===== src/rtl/ptw_pkg.sv =====
package ptw_pkg;
   localparam int unsigned BIT_PRESENT  = 0;
   localparam int unsigned BIT_ACCESSED = 5;
   localparam int unsigned BIT_DIRTY    = 6;
   localparam int unsigned BIT_BIGPAGE  = 7;

   typedef enum logic [2:0] {
      S_IDLE,
      S_L1_REQ,
      S_L1_WAIT,
      S_L1_WB,
      S_L2_REQ,
      S_L2_WAIT,
      S_L2_WB,
      S_FIN
   } walk_state_t;
endpackage


===== src/rtl/ptw_addr_calc.sv =====
module ptw_addr_calc #(
   parameter int unsigned ADDR_W = 32,
   parameter int unsigned IDX_W  = 10,
   parameter int unsigned OFF_W  = 12,
   parameter bit          BIG_EN = 1'b1
) (
   input  logic [ADDR_W-1:0]       vaddr,
   input  logic [ADDR_W-OFF_W-1:0] root_pfn,
   input  logic [ADDR_W-OFF_W-1:0] dir_pfn,
   input  logic                    dir_big_bit,
   input  logic [ADDR_W-OFF_W-1:0] leaf_pfn,
   output logic [ADDR_W-1:0]       dir_addr,
   output logic [ADDR_W-1:0]       tbl_addr,
   output logic [ADDR_W-1:0]       small_pa,
   output logic [ADDR_W-1:0]       big_pa,
   output logic                    is_big
);
   localparam int unsigned PFN_W     = ADDR_W - OFF_W;
   localparam int unsigned BIG_OFF_W = OFF_W + IDX_W;
   localparam int unsigned WORD_LG   = OFF_W - IDX_W;

   if (ADDR_W != 2 * IDX_W + OFF_W) begin : g_bad_split
      $error("ptw_addr_calc: ADDR_W must equal two indices plus the offset");
   end
   if (WORD_LG != 2) begin : g_bad_word
      $error("ptw_addr_calc: a table must fill one page with 4-byte entries");
   end

   assign dir_addr = {root_pfn, vaddr[ADDR_W-1 -: IDX_W], {WORD_LG{1'b0}}};
   assign tbl_addr = {dir_pfn, vaddr[OFF_W +: IDX_W], {WORD_LG{1'b0}}};
   assign small_pa = {leaf_pfn, vaddr[OFF_W-1:0]};
   assign big_pa   = {dir_pfn[PFN_W-1:IDX_W], vaddr[BIG_OFF_W-1:0]};

   if (BIG_EN) begin : g_big
      assign is_big = dir_big_bit;
   end else begin : g_no_big
      assign is_big = 1'b0;
   end
endmodule


===== src/rtl/ptw_flag_merge.sv =====
module ptw_flag_merge import ptw_pkg::*; #(
   parameter int unsigned ENT_W = 32
) (
   input  logic [ENT_W-1:0] entry_in,
   input  logic             mark_dirty,
   output logic [ENT_W-1:0] entry_out,
   output logic             changed
);
   if (ENT_W <= BIT_BIGPAGE) begin : g_bad_width
      $error("ptw_flag_merge: entry too narrow for the flag bits");
   end

   always_comb begin
      entry_out = entry_in;
      entry_out[BIT_ACCESSED] = 1'b1;
      if (mark_dirty) entry_out[BIT_DIRTY] = 1'b1;
   end

   assign changed = (entry_out != entry_in);
endmodule


===== src/rtl/ptw_walker.sv =====
module ptw_walker import ptw_pkg::*; #(
   parameter int unsigned ADDR_W = 32,
   parameter int unsigned IDX_W  = 10,
   parameter int unsigned OFF_W  = 12,
   parameter bit          BIG_EN = 1'b1
) (
   input  logic                    clk,
   input  logic                    rst_n,
   input  logic                    start_valid,
   output logic                    start_ready,
   input  logic [ADDR_W-1:0]       start_vaddr,
   input  logic                    start_write,
   input  logic [ADDR_W-OFF_W-1:0] dir_root_pfn,
   output logic                    mem_req_valid,
   input  logic                    mem_req_ready,
   output logic                    mem_req_write,
   output logic [ADDR_W-1:0]       mem_req_addr,
   output logic [ADDR_W-1:0]       mem_req_wdata,
   input  logic                    mem_rsp_valid,
   input  logic [ADDR_W-1:0]       mem_rsp_rdata,
   output logic                    done,
   output logic                    fault,
   output logic                    fill_large,
   output logic [ADDR_W-1:0]       fill_paddr,
   output logic [ADDR_W-1:0]       fill_entry
);
   localparam int unsigned PFN_W  = ADDR_W - OFF_W;
   localparam int unsigned ENT_W  = ADDR_W;
   localparam int unsigned LEVELS = 2;

   walk_state_t       st;
   logic [ADDR_W-1:0] va_q;
   logic              wr_q;
   logic [PFN_W-1:0]  root_q;
   logic [ENT_W-1:0]  pde_q, pte_q;

   logic [ENT_W-1:0]  lvl_ent  [LEVELS];
   logic [ENT_W-1:0]  lvl_new  [LEVELS];
   logic              lvl_mark [LEVELS];
   logic              lvl_chg  [LEVELS];

   logic [ADDR_W-1:0] dir_addr, tbl_addr, small_pa, big_pa;
   logic              is_big;

   // Entry under inspection: live read data while waiting, stored copy otherwise.
   assign lvl_ent[0]  = (st == S_L1_WAIT) ? mem_rsp_rdata : pde_q;
   assign lvl_ent[1]  = (st == S_L2_WAIT) ? mem_rsp_rdata : pte_q;
   assign lvl_mark[0] = wr_q & is_big;
   assign lvl_mark[1] = wr_q;

   ptw_addr_calc #(
      .ADDR_W(ADDR_W), .IDX_W(IDX_W), .OFF_W(OFF_W), .BIG_EN(BIG_EN)
   ) u_calc (
      .vaddr      (va_q),
      .root_pfn   (root_q),
      .dir_pfn    (lvl_ent[0][ADDR_W-1:OFF_W]),
      .dir_big_bit(lvl_ent[0][BIT_BIGPAGE]),
      .leaf_pfn   (lvl_ent[1][ADDR_W-1:OFF_W]),
      .dir_addr   (dir_addr),
      .tbl_addr   (tbl_addr),
      .small_pa   (small_pa),
      .big_pa     (big_pa),
      .is_big     (is_big)
   );

   for (genvar g = 0; g < LEVELS; g++) begin : g_lvl
      ptw_flag_merge #(.ENT_W(ENT_W)) u_merge (
         .entry_in  (lvl_ent[g]),
         .mark_dirty(lvl_mark[g]),
         .entry_out (lvl_new[g]),
         .changed   (lvl_chg[g])
      );
   end

   assign start_ready   = (st == S_IDLE);
   assign done          = (st == S_FIN);
   assign mem_req_valid = (st == S_L1_REQ) || (st == S_L1_WB) ||
                          (st == S_L2_REQ) || (st == S_L2_WB);
   assign mem_req_write = (st == S_L1_WB) || (st == S_L2_WB);

   always_comb begin
      mem_req_addr  = '0;
      mem_req_wdata = '0;
      case (st)
         S_L1_REQ: mem_req_addr = dir_addr;
         S_L1_WB: begin
            mem_req_addr  = dir_addr;
            mem_req_wdata = lvl_new[0];
         end
         S_L2_REQ: mem_req_addr = tbl_addr;
         S_L2_WB: begin
            mem_req_addr  = tbl_addr;
            mem_req_wdata = lvl_new[1];
         end
         default: ;
      endcase
   end

   always_ff @(posedge clk) begin
      if (!rst_n) begin
         st         <= S_IDLE;
         va_q       <= '0;
         wr_q       <= 1'b0;
         root_q     <= '0;
         pde_q      <= '0;
         pte_q      <= '0;
         fault      <= 1'b0;
         fill_large <= 1'b0;
         fill_paddr <= '0;
         fill_entry <= '0;
      end else begin
         case (st)
            S_IDLE: if (start_valid) begin
               va_q   <= start_vaddr;
               wr_q   <= start_write;
               root_q <= dir_root_pfn;
               st     <= S_L1_REQ;
            end
            S_L1_REQ: if (mem_req_ready) st <= S_L1_WAIT;
            S_L1_WAIT: if (mem_rsp_valid) begin
               pde_q <= mem_rsp_rdata;
               if (!mem_rsp_rdata[BIT_PRESENT]) begin
                  fault      <= 1'b1;
                  fill_large <= 1'b0;
                  fill_paddr <= '0;
                  fill_entry <= mem_rsp_rdata;
                  st         <= S_FIN;
               end else if (lvl_chg[0]) begin
                  st <= S_L1_WB;
               end else if (is_big) begin
                  fault      <= 1'b0;
                  fill_large <= 1'b1;
                  fill_paddr <= big_pa;
                  fill_entry <= lvl_new[0];
                  st         <= S_FIN;
               end else begin
                  st <= S_L2_REQ;
               end
            end
            S_L1_WB: if (mem_req_ready) begin
               if (is_big) begin
                  fault      <= 1'b0;
                  fill_large <= 1'b1;
                  fill_paddr <= big_pa;
                  fill_entry <= lvl_new[0];
                  st         <= S_FIN;
               end else begin
                  st <= S_L2_REQ;
               end
            end
            S_L2_REQ: if (mem_req_ready) st <= S_L2_WAIT;
            S_L2_WAIT: if (mem_rsp_valid) begin
               pte_q <= mem_rsp_rdata;
               if (!mem_rsp_rdata[BIT_PRESENT]) begin
                  fault      <= 1'b1;
                  fill_large <= 1'b0;
                  fill_paddr <= '0;
                  fill_entry <= mem_rsp_rdata;
                  st         <= S_FIN;
               end else if (lvl_chg[1]) begin
                  st <= S_L2_WB;
               end else begin
                  fault      <= 1'b0;
                  fill_large <= 1'b0;
                  fill_paddr <= small_pa;
                  fill_entry <= lvl_new[1];
                  st         <= S_FIN;
               end
            end
            S_L2_WB: if (mem_req_ready) begin
               fault      <= 1'b0;
               fill_large <= 1'b0;
               fill_paddr <= small_pa;
               fill_entry <= lvl_new[1];
               st         <= S_FIN;
            end
            S_FIN: st <= S_IDLE;
            default: st <= S_IDLE;
         endcase
      end
   end

   // ---------------- assertions ----------------
   logic [ADDR_W-1:0] chk_rd_addr;
   always_ff @(posedge clk) begin
      if (!rst_n) chk_rd_addr <= '0;
      else if (mem_req_valid && mem_req_ready && !mem_req_write) chk_rd_addr <= mem_req_addr;
   end

   a_r11_hold_request: assert property (@(posedge clk) disable iff (!rst_n)
      mem_req_valid && !mem_req_ready |=> mem_req_valid && $stable(mem_req_addr) &&
      $stable(mem_req_write) && $stable(mem_req_wdata));

   a_r6_wb_sets_accessed: assert property (@(posedge clk) disable iff (!rst_n)
      mem_req_valid && mem_req_write |-> mem_req_wdata[BIT_ACCESSED]);

   a_r6_wb_same_addr: assert property (@(posedge clk) disable iff (!rst_n)
      mem_req_valid && mem_req_write |-> mem_req_addr == chk_rd_addr);

   a_r10_done_pulse: assert property (@(posedge clk) disable iff (!rst_n)
      done |=> !done);

   a_r10_results_held: assert property (@(posedge clk) disable iff (!rst_n)
      !done |-> $stable(fill_paddr) && $stable(fill_entry) && $stable(fault) && $stable(fill_large));

   a_r12_ready_idle: assert property (@(posedge clk) disable iff (!rst_n)
      start_ready |-> !mem_req_valid);

   a_r3_fault_entry: assert property (@(posedge clk) disable iff (!rst_n)
      done && fault |-> !fill_entry[BIT_PRESENT] && !fill_large);

   a_r5_large_entry: assert property (@(posedge clk) disable iff (!rst_n)
      done && fill_large |-> fill_entry[BIT_BIGPAGE] && fill_entry[BIT_ACCESSED]);
endmodule


===== config.mk =====
export PLATFORM = sky130hd
export DESIGN_NAME = ptw_walker
export DESIGN_NICKNAME = d
export VERILOG_FILES = /design/src/rtl/ptw_pkg.sv /design/src/rtl/ptw_addr_calc.sv /design/src/rtl/ptw_flag_merge.sv /design/src/rtl/ptw_walker.sv
export SDC_FILE = /design/constraint.sdc
export NUM_CORES = 1
export LEC_CHECK = 0
export BUFFER_PORTS_ARGS = -buffer_cell sky130_fd_sc_hd__buf_2
export CORE_MARGIN = 5
export CORE_UTILIZATION = 31
export DETAILED_ROUTE_END_ITERATION = 7
export PLACE_DENSITY = 0.56
export SLEW_MARGIN = 25
export SYNTH_ARGS = -nofsm -noshare
export SYNTH_HDL_FRONTEND = slang
export SYNTH_SLANG_ARGS = --single-unit

===== constraint.sdc =====
create_clock -name clk -period 2.1 [get_ports clk]
set_input_delay 0.315 -clock clk [delete_from_list [all_inputs] [get_ports clk]]
set_output_delay 0.315 -clock clk [all_outputs]
set_load 0.01 [all_outputs]

==> After elaboration in Yosys (flattened, before gate mapping) <==
Cells that the tools add are included.
{ "totals": {"out_inout_bits": 134, "reg_bits": 186} }
{ "op_classes": {"reduce_logical": 13, "eq_ne": 18, "bitwise_logic": 1, "muxes": 57} }
{ "op_table": {"columns": ["operator", "n"], "rows": [
  ["two-way mux 32 bit", 20],
  ["case mux 32 bit (4 select lines)", 2],
  ["case mux 32 bit (2 select lines)", 2],
  ["two-way mux 3 bit", 9],
  ["case mux 3 bit (8 select lines)", 1],
  ["two-way mux 1 bit", 20],
  ["inequality test 2 bit, second input constant", 7],
  ["AND reduction 7 bit", 2],
  ["== test 3 bit, second input constant", 4],
  ["case mux 1 bit (4 select lines)", 2],
  ["== test 3 x 2 -> 1 bit, second input constant", 2],
  ["inequality test 3 bit, second input constant", 2],
  ["AND reduction 2 bit", 3],
  ["logical OR 1 bit", 4],
  ["inequality test 2 bit", 2],
  ["nonzero test 4 bit", 1],
  ["OR reduction 2 bit", 2],
  ["== test 3 x 1 -> 1 bit, second input constant", 1],
  ["zero test 3 bit", 1],
  ["two-way mux 2 bit", 1],
  ["bitwise AND 1 bit", 1]
]} }

==> Longest topological paths before layout <==
Gate-level depths: netlist of run 1.
{ "logic_depth": {"depth_word": 9, "depth_mapped": 10, "mapped_depth_nobuf": 6} }

==> Modules after synthesis <==
From an unflattened synthesis of run 1, not the netlist that was laid out.
{ "hier_totals": {"cells_unflattened": 1406, "area_unflattened_um2": 10988.0} }
{ "by_module_without_submodules": {"columns": ["module", "area_per_inst_um2", "instances", "cells_per_inst"], "rows": [
  ["ptw_walker", 9512.9, 1, 1206],
  ["ptw_addr_calc", 972.2, 1, 130],
  ["ptw_flag_merge", 251.5, 2, 35]
]} }

==> Worst setup path before layout of run 1 <==
No wires, ideal clock.
{ "synth_path": {"path_type": "flip-flop to output port", "startpoint": "register st[2]", "endpoint": "output port mem_req_wdata[6]", "path_stages_with_launch": 9, "arrival_ps": 1781, "slack_ps": 4, "path_buffers": 3, "path_cell_list": "dfxtp_1 > buf_4 > or3b_1 > buf_2 > mux2i_4 > buf_4 > nor2_1 > o21ai_0 > a21boi_0"} }
{ "synth_between": {"elab_chain_len": 5} }
{ "synth_lines": {"columns": ["element", "line_no", "text"], "rows": [
  ["from (decl)", "ptw_walker.sv:31", "walk_state_t st;"],
  ["from (signal assigned)", "ptw_walker.sv:101", "st <= S_IDLE;"],
  ["from (signal assigned)", "ptw_walker.sv:117", "st <= S_L1_REQ;"],
  ["from (signal assigned)", "ptw_walker.sv:119", "S_L1_REQ: if (mem_req_ready) st <= S_L1_WAIT;"],
  ["== test 3 x 2 -> 1 bit", "ptw_walker.sv:46", "assign lvl_ent[0] = (st == S_L1_WAIT) ? mem_rsp_rdata : pde_q;"],
  ["two-way mux 32 bit", "ptw_walker.sv:46", null],
  ["bitwise AND 1 bit", "ptw_walker.sv:48", "assign lvl_mark[0] = wr_q & is_big;"],
  ["two-way mux 1 bit", "ptw_flag_merge.sv:16", "if (mark_dirty) entry_out[BIT_DIRTY] = 1'b1;"],
  ["case mux 32 bit (2 select lines) *", "ptw_walker.sv:84", "case (st)"],
  ["to (decl)", "ptw_walker.sv:18", "output logic [ADDR_W-1:0] mem_req_wdata,"]
]} }
Mark *: on every way between the ends. The rest lies on a longest branch, timed or not.

==> Worst setup path in the final report of run 1 <==
{ "layout_path": {"startpoint": "register st[0]", "endpoint": "output port mem_req_addr[30]"} }
{ "layout_between": {"elab_chain_len": 3} }
{ "layout_lines": {"columns": ["element", "line_no", "text"], "rows": [
  ["== test 3 x 2 -> 1 bit, or another cell as far along", "ptw_walker.sv:46", null],
  ["two-way mux 32 bit or OR reduction 2 bit (tied branches)", null, null],
  ["case mux 32 bit (2 select lines) *", "ptw_walker.sv:84", null],
  ["to (decl)", "ptw_walker.sv:17", "output logic [ADDR_W-1:0] mem_req_addr,"]
]} }
Marks and branches as above.

==> results of run 1 <==
[report_power, final]
part	internal (W)	switching [W]
combinational	0.00398	0.00477
clock	0.00181	0.00159
sequential	0.00396	0.000416
[final cells by class]
class / instances / share of cell area
multi-input cells: 944 / 0.437
flip-flops and latches: 184 / 0.259
repair buffers: 382 / 0.223
well taps: 396 / 0.0347
clock buffers: 17 / 0.0298
clock inverters: 15 / 0.0127
inverters: 11 / 0.00307
[logic make-up (layout without fill, tap and decap cells)]
logic type,count (synthesis),in the layout,share of synthesized area
mux,6,6,0.00810
buf+inv,148,425,0.0698
flops,184,184,0.385
compound gates,420,421,0.304
simple gates,512,512,0.229
fa+ha+maj,3,3,0.00366
other cells,1,2,0.000392
[routing by layer]
metal / wire length, um / global-route usage / vias to the layer above / part of all wire
li1: - / - / 5094 / -
met1: 17200 / 0.290 / 5371 / 0.41
met2: 19800 / 0.350 / 546 / 0.47
met3: 3590 / 0.0547 / 101 / 0.085
met4: 1580 / 0.104 / 4 / 0.037
met5: 23 / 0 / - / 0.00055
[per-stage QoR]
step / instances / util / power, W / TNS, ps
6_report: 1949 / 0.468 / 0.0165 / -13820
5_1_grt: 1949 / 0.468 / 0.0172 / -21540
4_1_cts: 1912 / 0.419 / 0.0146 / -8650
3_5_place_dp: 1853 / 0.378 / 0.0102 / -3550
3_3_place_gp: 1853 / 0.378 / 0.0101 / -1640
2_1_floorplan: 1275 / - / 0.00777 / 0
[flip-flops by register name (all words and copies together) (netlist names)]
signal and flops:
fill_entry 32, fill_paddr 32, va_q 32, pde_q 31, pte_q 31, root_q 20
st 3, fault 1, fill_large 1, wr_q 1
[path summary, 6_finish.rpt]
| check | cells past startpoint | slack [ps] | startpoint | to |
|---|---|---|---|---|
| setup / recovery | 6 | -270 | st[0] | mem_req_addr[30] |
| hold / removal | 3 | 100 | dir_root_pfn[4] | root_q[4] |
| setup reg to reg | 10 | -180 | st[1] | fill_paddr[30] |
| hold reg to reg | 2 | 460 | va_q[9] | va_q[9] |
[critical path, stage by stage, from the launching register on]
cell and delay [ps]:
dfxtp_4 370, or3b_4 460, buf_12 180, mux2_4 320, a22oi_2 120, nor2_1 50, buf_2 140
[cells in the final DEF (no fill, tap or decap), types with 4 or more instances in the layout]
cell       Yosys  routed
nor2b_4        0       4
a22oi_1       84      33
o32ai_2        0      10
buf_6          6      19
a22oi_2        0      51
a22o_1         9       9
inv_1         10       8
o221a_4        0      26
a222oi_1       9       9
o21ai_0       26      25
buf_4          6      91
buf_16         0       4
clkbuf_16      0      32
nand2_1      343     319
nor3_1        31      29
o22ai_1       14      13
nand2_4        0      10
nor2_2         0       5
buf_12         0      28
o31ai_1       26      24
inv_6          0       5
a21oi_1      162     141
nor2_1        64      56
nand2_2        0      14
nor2b_1       29      24
a32o_1        13      12
dfxtp_1      184     181
buf_2         36     217
nor3b_1       26      25
o221a_2       36      10
buf_8          0       6
a21oi_4        0       4
a21oi_2        0      17
[timing repair]
| action | in CTS | in global routing |
|---|---|---|
| resized for setup | 79 | 183 |
| setup buffers | 21 | 22 |
| endpoints found under the setup margin | 115 | 121 |
| pin swaps | 17 | 92 |
| gates cloned | 6 | 17 |
==> impl_results.md, run 1 <==
* DR vias/cell at about 5.7
* Multi-input logic area at between 6000 and 7000 um2
* Tightest Pin Transition at between 500 and 600 ps
* CTS root buffer: clkbuf_16
* Post-synth EDFFs at 0
* Setup crit start kind: flop
* Std-Cell Core Area at between 30,000 and 40,000 um2
* Post-synth ARST share at 0
* Hold/Removal Path Class: input pin to flop
* Commonest register cell after synthesis: dfxtp_1
* Fin Clk Skew at 12.2 ps
* Synth area leaders: dfxtp_1 (38%), nand2_1 (13%), a21oi_1 (8.5%)
* Worst path arrival time at between 2000 and 2500 ps
* Synth area leader: dfxtp_1
* Hold Vio Cnt, Final at 0
* Critical path capture point type: primary output
* Max clock buf depth at 2
* Post-synth top area share at 0.385
* Outcome: complete, but fails checks
* F_max at around 420 MHz
* Storage cell area at 3690 um2
* Antenna-violating nets left at 0
* Syn avg cell area at between 7 and 8 um2
* Share of post-route cells with drive strength above 1 at 0.393
* Mean routed wirelength per cell at 21.6 um
* Die width at about 190 um
* Number of global-route vias before repair at roughly 10,000
* Rows at between 60 and 70
* Cts hold-fix bufs at 0
* RSZ-0062 raised after global routing: true
* Cts bufs inserted at 17
* Clock Sinks at 184
* Post-placement setup slack at -143 ps
* Synthesized flop and latch total at between 150 and 200
* Final slew viol count at 0
* Mapped Area at ~9600 um2
* Worst-path clk slew at about 80 ps
* Layout fillers at ~3,000
* GRT overflow at 0
* First-pass GRT wire length at 60,600 um
* Fin nets at approximately 1,600
* Hpwl dp at 26,800 um
* GRT Util Overall at 0.223
* CTS tree: yes
* Initial core utilization at 0.314
* Worst slew margin at 0.628
* Pwr dens at roughly 1200 nW/um2
* Synth Instances at 1,274
* Routed wire length at between 40,000 and 50,000 um
* Synth warn at 0
* Max-Cap Viols at 0
* Post-route cell area at 14,300 um2
* Vias at between 10,000 and 15,000
* H-tree levels at 4
* Worst-path maximum fanout at 6
* Skew-Pair Late Insertion Delay at between 400 and 500 ps
* Violated checks: setup timing
* CP Class: flop to primary output
* Placed Area at about 12,000 um2
* Top cells by count, synth: nand2_1 (343), dfxtp_1 (184), a21oi_1 (162)
* Final Cycle Share at 1.13
* Setup ws final at -273 ps
* PortBufs at roughly 220
* DRC Markers at 0
* Number of I/O pins at about 220
* Data required time of the critical path at between 1500 and 2000 ps
* P&R area growth vs syn at 49.0%
* GPL Wtd Cong at a little over 0.9
* Cell with the most instances after synthesis: nand2_1
* Leak at 5.57 nW
* Sequential cell area fraction in the yosys report at 0.385
* Die Y at approximately 190 um
* 1st-iter DRT viols at approximately 1,300
* Post-layout min period at between 2000 and 2500 ps
* Post-synthesis cell type count at a little over 60
* N_diodes at 0
* Final setup vio count at 122
* Total die area at 34,500 um2
* Largest net degree at the start of global routing at 80
* Initial antenna violation count at 2
* Maximum VDD drop at 784 uV
* WHS at 105 ps
* TritonRoute pass-1 iters at 6
No activity file was read; power rests on OpenSTA's default activity.
==> run 2, diff against run 1 <==
- ABC_AREA: default -> 1
- PLACE_DENSITY: 0.56 -> 0.53
- clock period: 2.1 -> 2.48 ns (I/O delays scaled with it)
==> impl_results.md, run 2 <==
* Max-Cap Viols at 0 (unchanged)
* Reg2Reg Launch Point: st[0] (was st[1])
* CP Class: flop to primary output (unchanged)
* Pwr dens at 997 nW/um2 (was 1160 nW/um2)
* Worst path max stage delay at 360 ps (was 460 ps)
* N_diodes at 0 (unchanged)
* Worst-path maximum fanout at 27 (was 6)
* CTS tree: yes (unchanged)
* Cell with the most instances after synthesis: nand2_1 (unchanged)
* Synth area leaders: dfxtp_1 (36%), nand2_1 (16%), a21oi_1 (9.4%) (was dfxtp_1 (38%), nand2_1 (13%), a21oi_1 (8.5%))
* First-pass GRT wire length at 63,100 um (was 60,600 um)
* Skew-Pair Late Insertion Delay at 440 ps (about the same)
* 1st-iter DRT viols at 983 (was 1,294)
* Fin Clk Skew at 12.9 ps (was 12.2 ps)
* Commonest non-fill, non-tap cell in the layout: nand2_1 (unchanged)
* Worst hold start: dir_root_pfn[11] (was dir_root_pfn[4])
* Violated checks: setup timing (unchanged)
* Synth Instances at 1,638 (was 1,274)
* Post-synth top area share at 0.361 (was 0.385)
* Rows at 66 (was 64)
* Synth warn at 0 (unchanged)
* Number of I/O pins at 224 (unchanged)
* Fin nets at 1,897 (was 1,632)
* Clock Sinks at 185 (was 184)
* Synthesized flop and latch total at 185 (was 184)
* Largest net degree at the start of global routing at 115 (was 80)
* Crit. Startpoint: st[0] (unchanged)
* TritonRoute pass-1 iters at 6 (unchanged)
* Most frequent cells in the layout: nand2_1 (425), buf_2 (220), a21oi_1 (192), dfxtp_1 (182), o21ai_0 (164) (was nand2_1 (319), buf_2 (217), dfxtp_1 (181), a21oi_1 (141), buf_4 (91))
* Cts bufs inserted at 17 (unchanged)
* Final slew viol count at 0 (unchanged)
* Die width at 192 um (was 186 um)
* RSZ-0062 raised after global routing: true (unchanged)
* Setup TNS at -6.47 ps (was -13,820 ps)
* Antenna-violating nets left at 0 (unchanged)
* Post-synthesis cell type count at 32 (was 62)
* Die Y at 192 um (was 186 um)
* DRC Markers at 0 (unchanged)
* CTS root buffer: clkbuf_16 (unchanged)
* Total die area at 36,900 um2 (was 34,500 um2)
* Leak at 5.51 nW (was 5.57 nW)
* GPL Wtd Cong at 0.876 (was 0.928)
* Tightest Pin Transition at 759 ps (was 558 ps)
* Worst path bufs/invs at 4 (was 2)
* Max clock buf depth at 2 (unchanged)
* Data required time of the critical path at 2110 ps (was 1780 ps)
* Fraction of synthesized area in multiplexers at 0 (was 0.00810)
* PortBufs at 221 (unchanged)
* Initial antenna violation count at 1 (was 2)
* Outcome: complete, but fails checks (unchanged)
* H-tree levels at 4 (unchanged)
* Hpwl dp at 28,500 um (was 26,800 um)
* Post-synth ARST share at 0 (unchanged)
* Critical path capture point type: primary output (unchanged)
* Commonest register cell after synthesis: dfxtp_1 (unchanged)
* Setup crit start kind: flop (unchanged)
* Mapped Area at 10,300 um2 (was 9570 um2)
* Post-synth EDFFs at 0 (unchanged)
* Syn avg cell area at 6.27 um2 (was 7.52 um2)
* Post-layout utilization of the core at 0.387 (was 0.468)
* Reg2reg setup slack at 230 ps (was -180 ps)
* Hold Vio Cnt, Final at 0 (unchanged)
* Maximum VDD drop at 529 uV (was 784 uV)
* Share of post-route cells with drive strength above 1 at 0.187 (was 0.393)
* Synth Area in Simple Gates at 0.296 (was 0.229)
* Routed wire length at 41,700 um (was 42,200 um)
* Hold/Removal Path Class: input pin to flop (unchanged)
* Worst-path clk slew at 70 ps (was 80 ps)
* Adder-Cell Fraction of Synth Area at 0.00244 (was 0.00366)
* Post-Synth XOR/XNOR Area at 0 (unchanged)
* CP delay by family, top: buffers and inverters (was simple AND/OR/NAND/NOR gates)
* Sequential cell area fraction in the yosys report at 0.361 (was 0.385)
* F_max at a little over 400 MHz
* Worst path arrival time at 2110 ps (was 2060 ps)
* Std-Cell Core Area at 32,600 um2 (was 30,500 um2)
* P&R area growth vs syn at 23.1% (was 49.0%)
* CP max-delay cell: dfxtp_2 (was or3b_4)
* Mean routed wirelength per cell at 18.5 um (was 21.6 um)
* Synth area leader: dfxtp_1 (unchanged)
* Post-layout min period at approximately 2500 ps
* Top cells by count, synth: nand2_1 (427), a21oi_1 (192), dfxtp_1 (185) (was nand2_1 (343), dfxtp_1 (184), a21oi_1 (162))
* Compound-cell area share of the yosys netlist at 0.241 (was 0.304)
* Crit path cell chain: inv_2, buf_4, nand4_1, nand2_4, inv_6, o21ai_0, a22o_1, buf_2 (was or3b_4, buf_12, mux2_4, a22oi_2, nor2_1, buf_2)
* Setup ws final at -6.47 ps (was -273 ps)
* GRT overflow at 0 (unchanged)
* Number of global-route vias before repair at 10,669 (was 10,491)
* GRT Util Overall at 0.220 (was 0.223)
* Vias at 11,579 (was 11,116)
* Initial core utilization at 0.315 (was 0.314)
* Worst slew margin at 0.494 (was 0.628)
* DR vias/cell at 5.13 (was 5.70)
* Largest family of logic cells by synthesized area: simple AND/OR/NAND/NOR gates (was compound AO/OA/AOI/OAI gates)
* Final Cycle Share at 1.00
* Final setup vio count at 1 (was 122)
-- run 2: stage by stage --
stage | area, um2 | power (W) | hold WS [ps] | setup WS (ps) | instances
global route | 12600 | 0.0135 | 187 | -82.9 | 2258
floorplan | 10300 | 0.00768 | 425 | 492 | 1639
detailed placement | 11900 | 0.00969 | 444 | 198 | 2221
finish | 12600 | 0.0126 | 201 | -6.47 | 2258
global placement | 11900 | 0.00964 | 440 | 200 | 2221
CTS | 12600 | 0.0126 | 180 | -104 | 2254
-- run 2: metal layers --
metal,global-route usage,share of wire
met5,0,0.00031
met4,0.0645,0.021
met3,0.0462,0.076
met2,0.345,0.45
met1,0.305,0.45
-- run 2: worst paths after layout --
check,end,cells past startpoint
setup / recovery,mem_req_wdata[6],8
hold / removal,root_q[11],3
hold reg to reg,pte_q[31],2
setup reg to reg,fill_entry[15],12
-- run 2: cells by family after synthesis --
family | Yosys count
other | 1
adder cells (fa/ha/maj) | 2
AND/OR/NAND/NOR | 732
flip-flops | 185
AO/OA/AOI/OAI | 472
buffers and inverters | 246
-- run 2: cell type report --
| class | count | area, um2 |
|---|---|---|
| flip-flops and latches | 185 | 3710 |
| inverters | 116 | 452 |
| multi-input cells | 1208 | 5570 |
| clock inverters | 10 | 120 |
| clock buffers | 20 | 457 |
| repair buffers | 277 | 1770 |
| fillers | 3591 | 20000 |
| well taps | 442 | 553 |
-- run 2: repair_timing --
action,in CTS,in global routing
hold buffers,0,0
buffers inserted,1,3
pin swaps,1,2
gates cloned,2,1
gates resized for setup,20,10
setup endpoints to repair,28,85
-- run 2: worst reg2reg max path: stages, from the launching register on --
cell and delay [ps]:
dfxtp_2 360, inv_2 90, buf_4 230, nand3_2 170, nand2_2 200, nor3_1 70, nor2_1 160, nand2_1 110
nor2_4 170, buf_12 260, nand2_1 150, nor2_1 110, nor2_1 50
-- run 2: where the power goes --
part | leakage, nW | internal [W] | switching (W) | total (W)
Clock | 0.279 | 0.00154 | 0.00124 | 0.00278
Combinational | 3.72 | 0.00188 | 0.00397 | 0.00585
Sequential | 1.51 | 0.00359 | 0.000381 | 0.00397
